==> src/rtl/cmdq_pkg.sv <==
package cmdq_pkg;
  parameter int unsigned CQ_NTAGS = 32;
  parameter int unsigned CQ_TMO_W = 16;

  function automatic int unsigned cq_popcnt(input logic [CQ_NTAGS-1:0] v);
    int unsigned n;
    n = 0;
    for (int i = 0; i < CQ_NTAGS; i++) n += int'(v[i]);
    return n;
  endfunction
endpackage

==> src/rtl/cmdq_tag_reg.sv <==
module cmdq_tag_reg #(
  parameter int unsigned NTAGS = 32
) (
  input  logic             clk,
  input  logic             rst,
  input  logic [NTAGS-1:0] set_eff,
  input  logic [NTAGS-1:0] clr_eff,
  input  logic [NTAGS-1:0] dclr_eff,
  output logic [NTAGS-1:0] active_q,
  output logic [NTAGS-1:0] done_q,
  output logic [NTAGS-1:0] retired
);
  // A tag retires only if it is pending now and is not being re-issued.
  assign retired = active_q & clr_eff & ~set_eff;

  always_ff @(posedge clk) begin
    if (rst) begin
      active_q <= '0;
      done_q   <= '0;
    end else begin
      active_q <= (active_q & ~clr_eff) | set_eff;
      done_q   <= (done_q & ~dclr_eff) | retired;
    end
  end
endmodule

==> src/rtl/cmdq_irq_agg.sv <==
module cmdq_irq_agg
  import cmdq_pkg::*;
#(
  parameter int unsigned NTAGS = 32,
  parameter int unsigned CNT_W = $clog2(NTAGS) + 1,
  parameter int unsigned TMO_W = 16
) (
  input  logic             clk,
  input  logic             rst,
  input  logic [NTAGS-1:0] retired,
  input  logic [CNT_W-1:0] thresh,
  input  logic [TMO_W-1:0] timeout,
  input  logic             ack,
  output logic             irq_q
);
  localparam logic [CNT_W:0]   CNT_MAX = {1'b0, {CNT_W{1'b1}}};
  localparam logic [TMO_W-1:0] TMR_MAX = {TMO_W{1'b1}};

  logic [CNT_W-1:0] cnt_q, cnt_d, thr_eff, base;
  logic [TMO_W-1:0] tmr_q, tmr_d;
  logic [CNT_W:0]   ncl, sum;
  logic [TMO_W:0]   tmr_inc;
  logic             hit_thr, hit_tmo, irq_d;

  always_comb begin
    ncl     = '0;
    for (int i = 0; i < NTAGS; i++) ncl = ncl + {{CNT_W{1'b0}}, retired[i]};
    base    = ack ? '0 : cnt_q;
    sum     = {1'b0, base} + ncl;
    cnt_d   = (sum > CNT_MAX) ? CNT_MAX[CNT_W-1:0] : sum[CNT_W-1:0];
    thr_eff = (thresh == '0) ? CNT_W'(1) : thresh;
    hit_thr = (cnt_d != '0) && (cnt_d >= thr_eff);
    tmr_inc = {1'b0, tmr_q} + 1'b1;
    hit_tmo = !ack && (cnt_q != '0) && (tmr_inc >= {1'b0, timeout});
    irq_d   = (irq_q && !ack) || hit_thr || hit_tmo;
    if (ack || cnt_q == '0 || irq_q) tmr_d = '0;
    else if (tmr_q == TMR_MAX)        tmr_d = tmr_q;
    else                              tmr_d = tmr_inc[TMO_W-1:0];
  end

  always_ff @(posedge clk) begin
    if (rst) begin
      cnt_q <= '0;
      tmr_q <= '0;
      irq_q <= 1'b0;
    end else begin
      cnt_q <= cnt_d;
      tmr_q <= tmr_d;
      irq_q <= irq_d;
    end
  end
endmodule

==> src/rtl/cmdq_tag_tracker.sv <==
module cmdq_tag_tracker
  import cmdq_pkg::*;
#(
  parameter int unsigned NTAGS = CQ_NTAGS,
  parameter int unsigned CNT_W = $clog2(NTAGS) + 1,
  parameter int unsigned TMO_W = CQ_TMO_W
) (
  input  logic             clk,
  input  logic             rst,
  input  logic             set_valid,
  input  logic [NTAGS-1:0] set_mask,
  input  logic             cpl_valid,
  input  logic [NTAGS-1:0] cpl_mask,
  input  logic             done_clr_valid,
  input  logic [NTAGS-1:0] done_clr_mask,
  input  logic [CNT_W-1:0] irq_thresh,
  input  logic [TMO_W-1:0] irq_timeout,
  input  logic             irq_ack,
  output logic [NTAGS-1:0] active_tags,
  output logic [NTAGS-1:0] done_tags,
  output logic             irq
);
  logic [NTAGS-1:0] set_eff, clr_eff, dclr_eff, retired;

  assign set_eff  = set_valid      ? set_mask      : '0;
  assign clr_eff  = cpl_valid      ? cpl_mask      : '0;
  assign dclr_eff = done_clr_valid ? done_clr_mask : '0;

  cmdq_tag_reg #(.NTAGS(NTAGS)) u_reg (
    .clk(clk), .rst(rst),
    .set_eff(set_eff), .clr_eff(clr_eff), .dclr_eff(dclr_eff),
    .active_q(active_tags), .done_q(done_tags), .retired(retired)
  );

  cmdq_irq_agg #(.NTAGS(NTAGS), .CNT_W(CNT_W), .TMO_W(TMO_W)) u_agg (
    .clk(clk), .rst(rst), .retired(retired),
    .thresh(irq_thresh), .timeout(irq_timeout), .ack(irq_ack),
    .irq_q(irq)
  );
endmodule

==> config.mk <==
export PLATFORM = sky130hd
export DESIGN_NAME = cmdq_tag_tracker
export DESIGN_NICKNAME = d
export VERILOG_FILES = /design/src/rtl/cmdq_pkg.sv /design/src/rtl/cmdq_tag_reg.sv /design/src/rtl/cmdq_irq_agg.sv /design/src/rtl/cmdq_tag_tracker.sv
export SDC_FILE = /design/constraint.sdc
export NUM_CORES = 1
export LEC_CHECK = 0
export ABC_AREA = 0
export BUFFER_PORTS_ARGS = -buffer_cell sky130_fd_sc_hd__buf_4
export CORE_ASPECT_RATIO = 1.5
export CORE_MARGIN = 5
export CORE_UTILIZATION = 55
export CTS_BUF_LIST = sky130_fd_sc_hd__clkbuf_16
export CTS_CLUSTER_DIAMETER = 60
export CTS_CLUSTER_SIZE = 14
export DETAILED_ROUTE_END_ITERATION = 10
export PLACE_DENSITY = 0.92
export SLEW_MARGIN = 20
export SYNTH_ARGS = -nofsm -noshare
export SYNTH_HDL_FRONTEND = slang
export SYNTH_HIERARCHICAL = 1
export SYNTH_SLANG_ARGS = --single-unit
==> constraint.sdc <==
create_clock -name clk -period 16.5 [get_ports clk]
set_input_delay 3.3 -clock clk [delete_from_list [all_inputs] [get_ports clk]]
set_output_delay 3.3 -clock clk [all_outputs]
set_load 0.1 [all_outputs]
==> Word level (Yosys, flattened, before mapping) <==
Cells that the tools add are included.
{ "totals": {"in_bits": 124, "ff_bits": 87, "output_inout_bits": 65} }
{ "classes": {"bitwise": 9, "reduce_logical": 14, "eq_ne": 1, "muxes": 6, "magnitude_cmp": 3, "n_addsub": 33} }
{ "op_table": {"columns": ["cell", "count"], "rows": [
  ["7-bit by 1-bit adder with 7-bit output", 30],
  ["32-bit bitwise AND", 4],
  ["32-bit 2-to-1 mux", 3],
  ["32-bit NOT", 3],
  ["32-bit bitwise OR", 2],
  ["6-bit 2-to-1 mux", 3],
  ["16-bit by 1-bit adder with 17-bit output (second input constant)", 1],
  ["17-bit by 16-bit greater-or-equal comparator with 1-bit output", 1],
  ["16-bit == test (second input constant)", 1],
  ["6-bit logical NOT", 2],
  ["6-bit nonzero test", 2],
  ["6-bit by 7-bit adder with 7-bit output", 1],
  ["7-bit by 6-bit greater-than comparator with 1-bit output (second input constant)", 1],
  ["6-bit greater-or-equal comparator", 1],
  ["1-bit logical AND", 4],
  ["1-bit logical OR", 4],
  ["1-bit by 1-bit adder with 2-bit output", 1],
  ["2-bit OR reduction", 1],
  ["1-bit logical NOT", 1]
]} }

==> Logic depth before layout (Yosys ltp) <==
Gate-level depths: netlist of the first run.
{ "depth": {"word_depth": 41, "depth_mapped": 30, "depth_no_buf": 29} }

==> Hierarchy <==
The synthesis of the first run kept the hierarchy.
{ "by_module_without_submodules": {"columns": ["mod", "cells_each", "seq_area_each_um2", "n_inst", "area_per_inst_um2"], "rows": [
  ["cmdq_irq_agg", 305, 460.4, 1, 2732.6],
  ["cmdq_tag_reg", 298, 1281.2, 1, 2582.5],
  ["cmdq_tag_tracker", 105, 0.0, 1, 765.7]
]} }

==> Least setup slack after synthesis of the first run <==
No wires, ideal clock.
{ "synth_path": {"path_type": "input -> register", "start": "in cpl_valid", "end": "reg u_agg.irq_q", "stages": 25, "required_time_ns": 16.375, "setup_ns": 0.125, "setup_slack_ns": 7.042, "path_buffers": 1, "arrival_ns": 9.334, "cell_sequence": "clkbuf_2 -> and2_2 -> nand2_1 -> nor2_1 -> inv_1 -> fa_1 -> fa_1 -> fa_1 -> fa_1 -> fa_1 -> fa_1 -> fa_1 -> fa_1 -> nand2b_1 -> a21oi_1 -> a21o_1 -> a21oi_1 -> xor2_2 -> and2_1 -> ha_1 -> o21ai_0 -> a21oi_1 -> o211ai_1 -> a31o_1 -> o22ai_1"} }
{ "synth_rtl": {"columns": ["element", "line", "text"], "rows": [
  ["start, declared", "cmdq_tag_tracker.sv:12", "input logic cpl_valid,"],
  ["32-bit 2-to-1 mux (*)", "cmdq_tag_tracker.sv:26", "assign clr_eff = cpl_valid ? cpl_mask : '0;"],
  ["via clr_eff[3]", "cmdq_tag_tracker.sv:23", "logic [NTAGS-1:0] set_eff, clr_eff, dclr_eff, retired;"],
  ["32-bit bitwise AND (*) (2 in series)", "cmdq_tag_reg.sv:14", "assign retired = active_q & clr_eff & ~set_eff;"],
  ["via retired[3]", "cmdq_tag_tracker.sv:23", null],
  ["7-bit by 1-bit adder with 7-bit output (*) (29 in series)", "cmdq_irq_agg.sv:27", "for (int i = 0; i < NTAGS; i++) ncl = ncl + {{CNT_W{1'b0}}, retired[i]};"],
  ["6-bit by 7-bit adder with 7-bit output (*)", "cmdq_irq_agg.sv:29", "sum = {1'b0, base} + ncl;"],
  ["7-bit by 6-bit greater-than comparator with 1-bit output", "cmdq_irq_agg.sv:30", "cnt_d = (sum > CNT_MAX) ? CNT_MAX[CNT_W-1:0] : sum[CNT_W-1:0];"],
  ["6-bit 2-to-1 mux (*)", "cmdq_irq_agg.sv:30", null],
  ["6-bit greater-or-equal comparator / 6-bit nonzero test (equally long branches)", "cmdq_irq_agg.sv:32", "hit_thr = (cnt_d != '0) && (cnt_d >= thr_eff);"],
  ["1-bit logical AND (*)", "cmdq_irq_agg.sv:32", null],
  ["1-bit logical OR (*) (2 in series)", "cmdq_irq_agg.sv:35", "irq_d = (irq_q && !ack) || hit_thr || hit_tmo;"],
  ["end signal, assigned", "cmdq_irq_agg.sv:49", "irq_q <= irq_d;"],
  ["end, declared", "cmdq_irq_agg.sv:14", "output logic irq_q"]
]} }
The timed path passes the listed nets; every way through them passes the cells marked *.
A chain may end at the register's enable or synchronous reset.

==> Worst setup path in the final report of the first run <==
Ends and elaborated chain as after synthesis.

==> results.cfg, run 1 <==
[run_status]
outcome = complete, no violations

[finish]
final_cell_mix = buf_4 (190), inv_1 (98), and2_2 (96)
drive_gt1_frac = 0.362
mostFrequentLayoutCell = buf_4
final_nets = 1078
area_growth_pct = 30.0
num_antenna_cells = 0

[timing]
max_freq_ghz = 0.102
period_share = 0.597
tightest_slew_ns = 0.696
rsz0062_at_grt = no
max-slew-margin-rel = 0.536
hold_viol_final = 0
maxSlewViolCount = 0
fin_ws_ns = 6.66
hold_slack_ns = 0.491
final-setup-viol-count = 0
post-route-min-period_ns = 9.84
fin_skew_ns = 0.00938
tns_ns = 0

[yosys]
yosys_warnings = 6
yosysTopAreaCell = dfxtp_1
synthTopCellsByArea = dfxtp_1 (29%), and2_2 (12%), fa_1 (8.6%)
async_reset_ff_frac = 0
post_synth_num_cell_types = 53
synthesis.area_um2 = 6080
synth_fp_nets = 899
synth_cells = 708
synth_area_per_cell_um2 = 8.59
synth_edf_count = 0
ys.flop_type = dfxtp_1
synth_top_area_share = 0.286
ys_seq_area_frac = 0.286
synth-seq-cells = 87

[clock_tree]
cts.sinks = 87
numCtsBuffers = 9
cts_resized = 0
post-cts-setup-buffers = 0
clock_path_buffers = 2
h-tree-depth = 3
cts.clk_slew.worst_paths_ns = 0.07
clock_latency_ns = 0.35
postCtsHoldBufs = 0
cts_tree = yes
cts-root-buf = clkbuf_16

[die]
die_area_um2 = 13300
rows = 47
pin_count = 189
initial_utilization = 0.556
die_h_um = 139
dieWidth_um = 95.9
core_um2 = 10900

[drt]
dr.pass1.iters = 5
met3WireLength_mm = 1.45
top_layer_used = met4
detail_route.wl_per_cell_um = 16.2
wl_met1_mm = 5.72
vias = 5517
wl_met2_mm = 9.04
drt-vias-per-instance = 5.31
ant_nets = 0
drt_iter0_drc = 179
route.detailed.drc = 0
wl_mm = 16.8

[worst_setup_path]
startpoint = cpl_valid
cp-end-kind = flip-flop
critPathArrivalTime_ns = 10.07
rr_startpoint = u_reg/active_q[3]$_SDFF_PP0_
path_class = input pin to flip-flop
cp_data_required_time_ns = 16.72
critPathMaxFanout = 32
cp-start-kind = input pin

[grt]
grt_pass1_wl_mm = 27.3
grt_remaining_overflow = 0
grt_pass1_vias = 5885
antenna_found_initial = 0
grt_max_degree = 72
grt_usage = 0.259

[pwr]
ir_worst_vdd_mv = 0.0737
p_leak_nw = 3.75
p_per_area_nw_per_um2 = 83.0
p_seq_frac = 0.349
p_sw_uw = 212
clkPwrFrac = 0.355
p_int_uw = 444
power_uw = 656
switching_share = 0.324
pwr-share-comb = 0.296

[place]
dp_slack_ns = 6.39
io_buffers = 188
gp_congestion = 0.866
hpwl_mm = 13.2

[min_path]
min_path_type = flip-flop to flip-flop
min_from = u_reg/active_q[10]$_SDFF_PP0_

[job]
maxCapViolations = 0
[logic make-up after synthesis]
kind of cell / count (synthesis) / synth area share
compound gates: 116 / 0.129
simple gates: 300 / 0.306
flops: 87 / 0.286
xor+xnor: 18 / 0.0272
mux: 1 / 0.00165
buf+inv: 119 / 0.0798
fa+ha+maj: 67 / 0.170
[stage by stage]
step                std cells   util  cell area [µm²]
floorplan                 708      -             6080
global placement         1023  0.692             7570
detailed placement       1023  0.692             7570
CTS                      1039  0.723             7910
global route             1039  0.723             7910
finish                   1039  0.723             7910
[sequential cells by signal, summed over array words and instances (netlist names)]
name,count
u_agg/irq_q,1
u_reg/active_q,32
u_agg/cnt_q,6
u_agg/tmr_q,16
u_reg/done_q,32
[worst max-delay path, stage by stage]
cell	delay, ns
buf_4	0.29
and2_2	0.22
nand2_1	0.06
nor2_1	0.10
inv_1	0.07
fa_1	0.51
fa_1	0.61
fa_1	0.45
fa_1	0.50
fa_1	0.55
fa_1	0.44
fa_1	0.41
fa_1	0.41
nand2b_1	0.16
a21oi_1	0.23
a21o_1	0.16
a21oi_1	0.10
xor2_2	0.35
and2_1	0.20
ha_1	0.23
o21ai_0	0.21
a21oi_1	0.11
o211ai_1	0.18
a31o_1	0.16
o22ai_1	0.06
[synth_stat cells, drive strengths merged (11+ instances only)]
library cell and number:
inv 97, o31ai 33, ha 41, clkbuf 12, fa 26, and2 98, nor2 51, dfxtp 87
xor2 11, nand2b 38, nand2 47, or3b 32, a21oi 46
[final timing paths]
path / end / slack (ns) / cells past startpoint
setup / recovery: u_agg/irq_q$_SDFF_PP0_ / 6.66 / 25
setup reg to reg: u_agg/irq_q$_SDFF_PP0_ / 9.77 / 23
hold / removal: u_reg/active_q[10]$_SDFF_PP0_ / 0.49 / 2
hold reg to reg: u_reg/active_q[10]$_SDFF_PP0_ / 0.49 / 2
[area by class of cell]
cell class              count  area, µm²
inverters                  97        364
clock buffers               9        225
flip-flops and latches     87       1740
well taps                 147        184
fillers                   797       3030
repair buffers            190       1430
clock inverters             7        111
multi-input cells         502       3850
[power groups by stage]
stage               sequential (mW)  combinational (mW)  clock (mW)
global route                  0.230               0.213       0.244
global placement              0.232               0.186           0
finish                        0.229               0.194       0.233
CTS                           0.229               0.196       0.235
detailed placement            0.233               0.191           0
floorplan                     0.280              0.0861           0
[layer usage]
| metal | up-vias | global-route usage |
|---|---|---|
| met2 | 192 | 0.484 |
| met1 | 2606 | 0.256 |
| li1 | 2673 | - |
| met4 | 0 | 0.116 |
| met3 | 46 | 0.0722 |
| met5 | - | 0 |
(Power assumes the default switching activity.)
==> inputs of run 2 (changes only) <==
--- a/config.mk
+++ b/config.mk
@@ -9,12 +9,12 @@
 export BUFFER_PORTS_ARGS = -buffer_cell sky130_fd_sc_hd__buf_4
 export CORE_ASPECT_RATIO = 1.5
 export CORE_MARGIN = 5
-export CORE_UTILIZATION = 55
+export CORE_UTILIZATION = 52
 export CTS_BUF_LIST = sky130_fd_sc_hd__clkbuf_16
 export CTS_CLUSTER_DIAMETER = 60
 export CTS_CLUSTER_SIZE = 14
 export DETAILED_ROUTE_END_ITERATION = 10
-export PLACE_DENSITY = 0.92
+export PLACE_DENSITY = 0.88
 export SLEW_MARGIN = 20
 export SYNTH_ARGS = -nofsm -noshare
 export SYNTH_HDL_FRONTEND = slang
==> constraint.sdc (replaced) <==
create_clock -name clk -period 9.7 [get_ports clk]
set_input_delay 1.94 -clock clk [delete_from_list [all_inputs] [get_ports clk]]
set_output_delay 1.94 -clock clk [all_outputs]
set_load 0.1 [all_outputs]
==> results.cfg, run 2 (same netlist as run 1, synthesis figures left out) <==
[job]
maxCapViolations = 0

[pwr]
clkPwrFrac = 0.307
switching_share = 0.343
p_int_uw = 674
p_sw_uw = 352
power_mw = 1.03
pwr-share-comb = 0.314
ir_worst_vdd_mv = 0.0954
p_seq_frac = 0.379
p_leak_nw = 3.70
p_per_area_nw_per_um2 = 131

[worst_setup_path]
cp-end-kind = flip-flop
crit_family = adder cells
crit_slowest_cell = fa_1
critPathArrivalTime_ns = 8.49
cp_slowest_stage_delay_ns = 0.60
cp_data_required_time_ns = 9.93
worst-path-stages = 25
reg2reg_depth = 23
cpMostUsedCell = fa_1
crit_buf_inv = 2
cp-start-kind = input pin
critPathMaxFanout = 32
path_class = input pin to flip-flop

[grt]
grt_pass1_vias = 5446
grt_pass1_wl_mm = 25.9
grt_remaining_overflow = 0
antenna_found_initial = 0
grt_usage = 0.231
grt_max_degree = 105

[run_status]
outcome = complete, no violations

[drt]
drt_iter0_drc = 187
dr.pass1.iters = 5
vias = 5375
wl_mm = 16.4
ant_nets = 0
route.detailed.drc = 0
drt-vias-per-instance = 5.17
detail_route.wl_per_cell_um = 15.7

[min_path]
min_path_type = flip-flop to flip-flop
worstHoldPathCells = 2

[timing]
fin_skew_ns = 0.00961
tns_ns = 0
fin_ws_ns = 1.44
period_share = 0.852
max-slew-margin-rel = 0.330
post-route-min-period_ns = 8.26
hold_viol_final = 0
rsz0062_at_grt = no
max_freq_ghz = 0.121
final-setup-viol-count = 0
tightest_slew_ns = 1.00
maxSlewViolCount = 0

[place]
dpl_cell_area_um2 = 7560
dp_slack_ns = 1.06
io_buffers = 188
dp_cells = 1024
gp_congestion = 0.844
hpwl_mm = 12.8

[clock_tree]
clock_path_buffers = 2
h-tree-depth = 3
numCtsBuffers = 9
postCtsHoldBufs = 0
clock_latency_ns = 0.34
post-cts-setup-buffers = 0
cts.sinks = 87
cts.clk_slew.worst_paths_ns = 0.07
cts_resized = 0
cts_tree = yes
cts-root-buf = clkbuf_16

[die]
core_um2 = 11500
initial_utilization = 0.530
rows = 48
die_area_um2 = 14000
dieWidth_um = 98.3
pin_count = 189
die_h_um = 142

[finish]
finalInstanceArea_um2 = 7820
drive_gt1_frac = 0.359
nFillCells = 920
final_nets = 1076
top_regs = u_reg/active_q (32), u_reg/done_q (32), u_agg/tmr_q (16)
final_cell_mix = buf_4 (188), inv_1 (97), and2_2 (96)
area_growth_pct = 28.6
num_antenna_cells = 0
mostFrequentLayoutCell = buf_4
final_cells = 1039
## run 2: changes by cell type in the layout (fill, tap and decap cells not counted), sizes merged
cell	delta
clkinv	+1
clkinvlp	+1
bufinv	-3
buf	-2
## run 2: layout make-up
| type | instances | area (µm²) | area share |
|---|---|---|---|
| multi-input cells | 502 | 3850 | 0.493 |
| clock buffers | 9 | 225 | 0.0288 |
| flip-flops and latches | 87 | 1740 | 0.223 |
| well taps | 150 | 188 | 0.0240 |
| inverters | 97 | 364 | 0.0466 |
| clock inverters | 6 | 36.3 | 0.00464 |
| repair buffers | 188 | 1410 | 0.180 |
## run 2: power groups by stage
stage          Sequential, mW  Clock, mW  Combinational (mW)
3_5_place_dp            0.396          0               0.321
4_1_cts                 0.388      0.320               0.325
2_1_floorplan           0.476          0               0.146
3_3_place_gp            0.395          0               0.314
5_1_grt                 0.391      0.334               0.353
6_report                0.389      0.315               0.323
## run 2: per-layer routing
metal	up-vias	GRT usage	wire length, µm
met5	-	0	0
met4	0	0.0942	499
met3	33	0.0549	1040
met2	166	0.446	8860
met1	2502	0.236	5950
li1	2674	-	-
## run 2: worst min-delay path, cell delays in order, from the launching register on
cell and delay, ns:
dfxtp_1 0.32, nand2b_1 0.07, a21oi_1 0.06
## run 2: final timing paths
kind	from	endpoint	slack, ns
max	cpl_valid	u_agg/irq_q$_SDFF_PP0_	1.44
min	u_reg/active_q[4]$_SDFF_PP0_	u_reg/active_q[4]$_SDFF_PP0_	0.49
max reg2reg	u_reg/active_q[3]$_SDFF_PP0_	u_agg/irq_q$_SDFF_PP0_	3.18
min reg2reg	u_reg/active_q[4]$_SDFF_PP0_	u_reg/active_q[4]$_SDFF_PP0_	0.49
## run 2: per-stage QoR
| stage | hold slack (ns) | util |
|---|---|---|
| after global placement | 0.474 | 0.659 |
| after global routing | 0.512 | 0.682 |
| after floorplan | 0.505 | - |
| after detailed placement | 0.479 | 0.659 |
| after CTS | 0.490 | 0.682 |
| final | 0.489 | 0.682 |
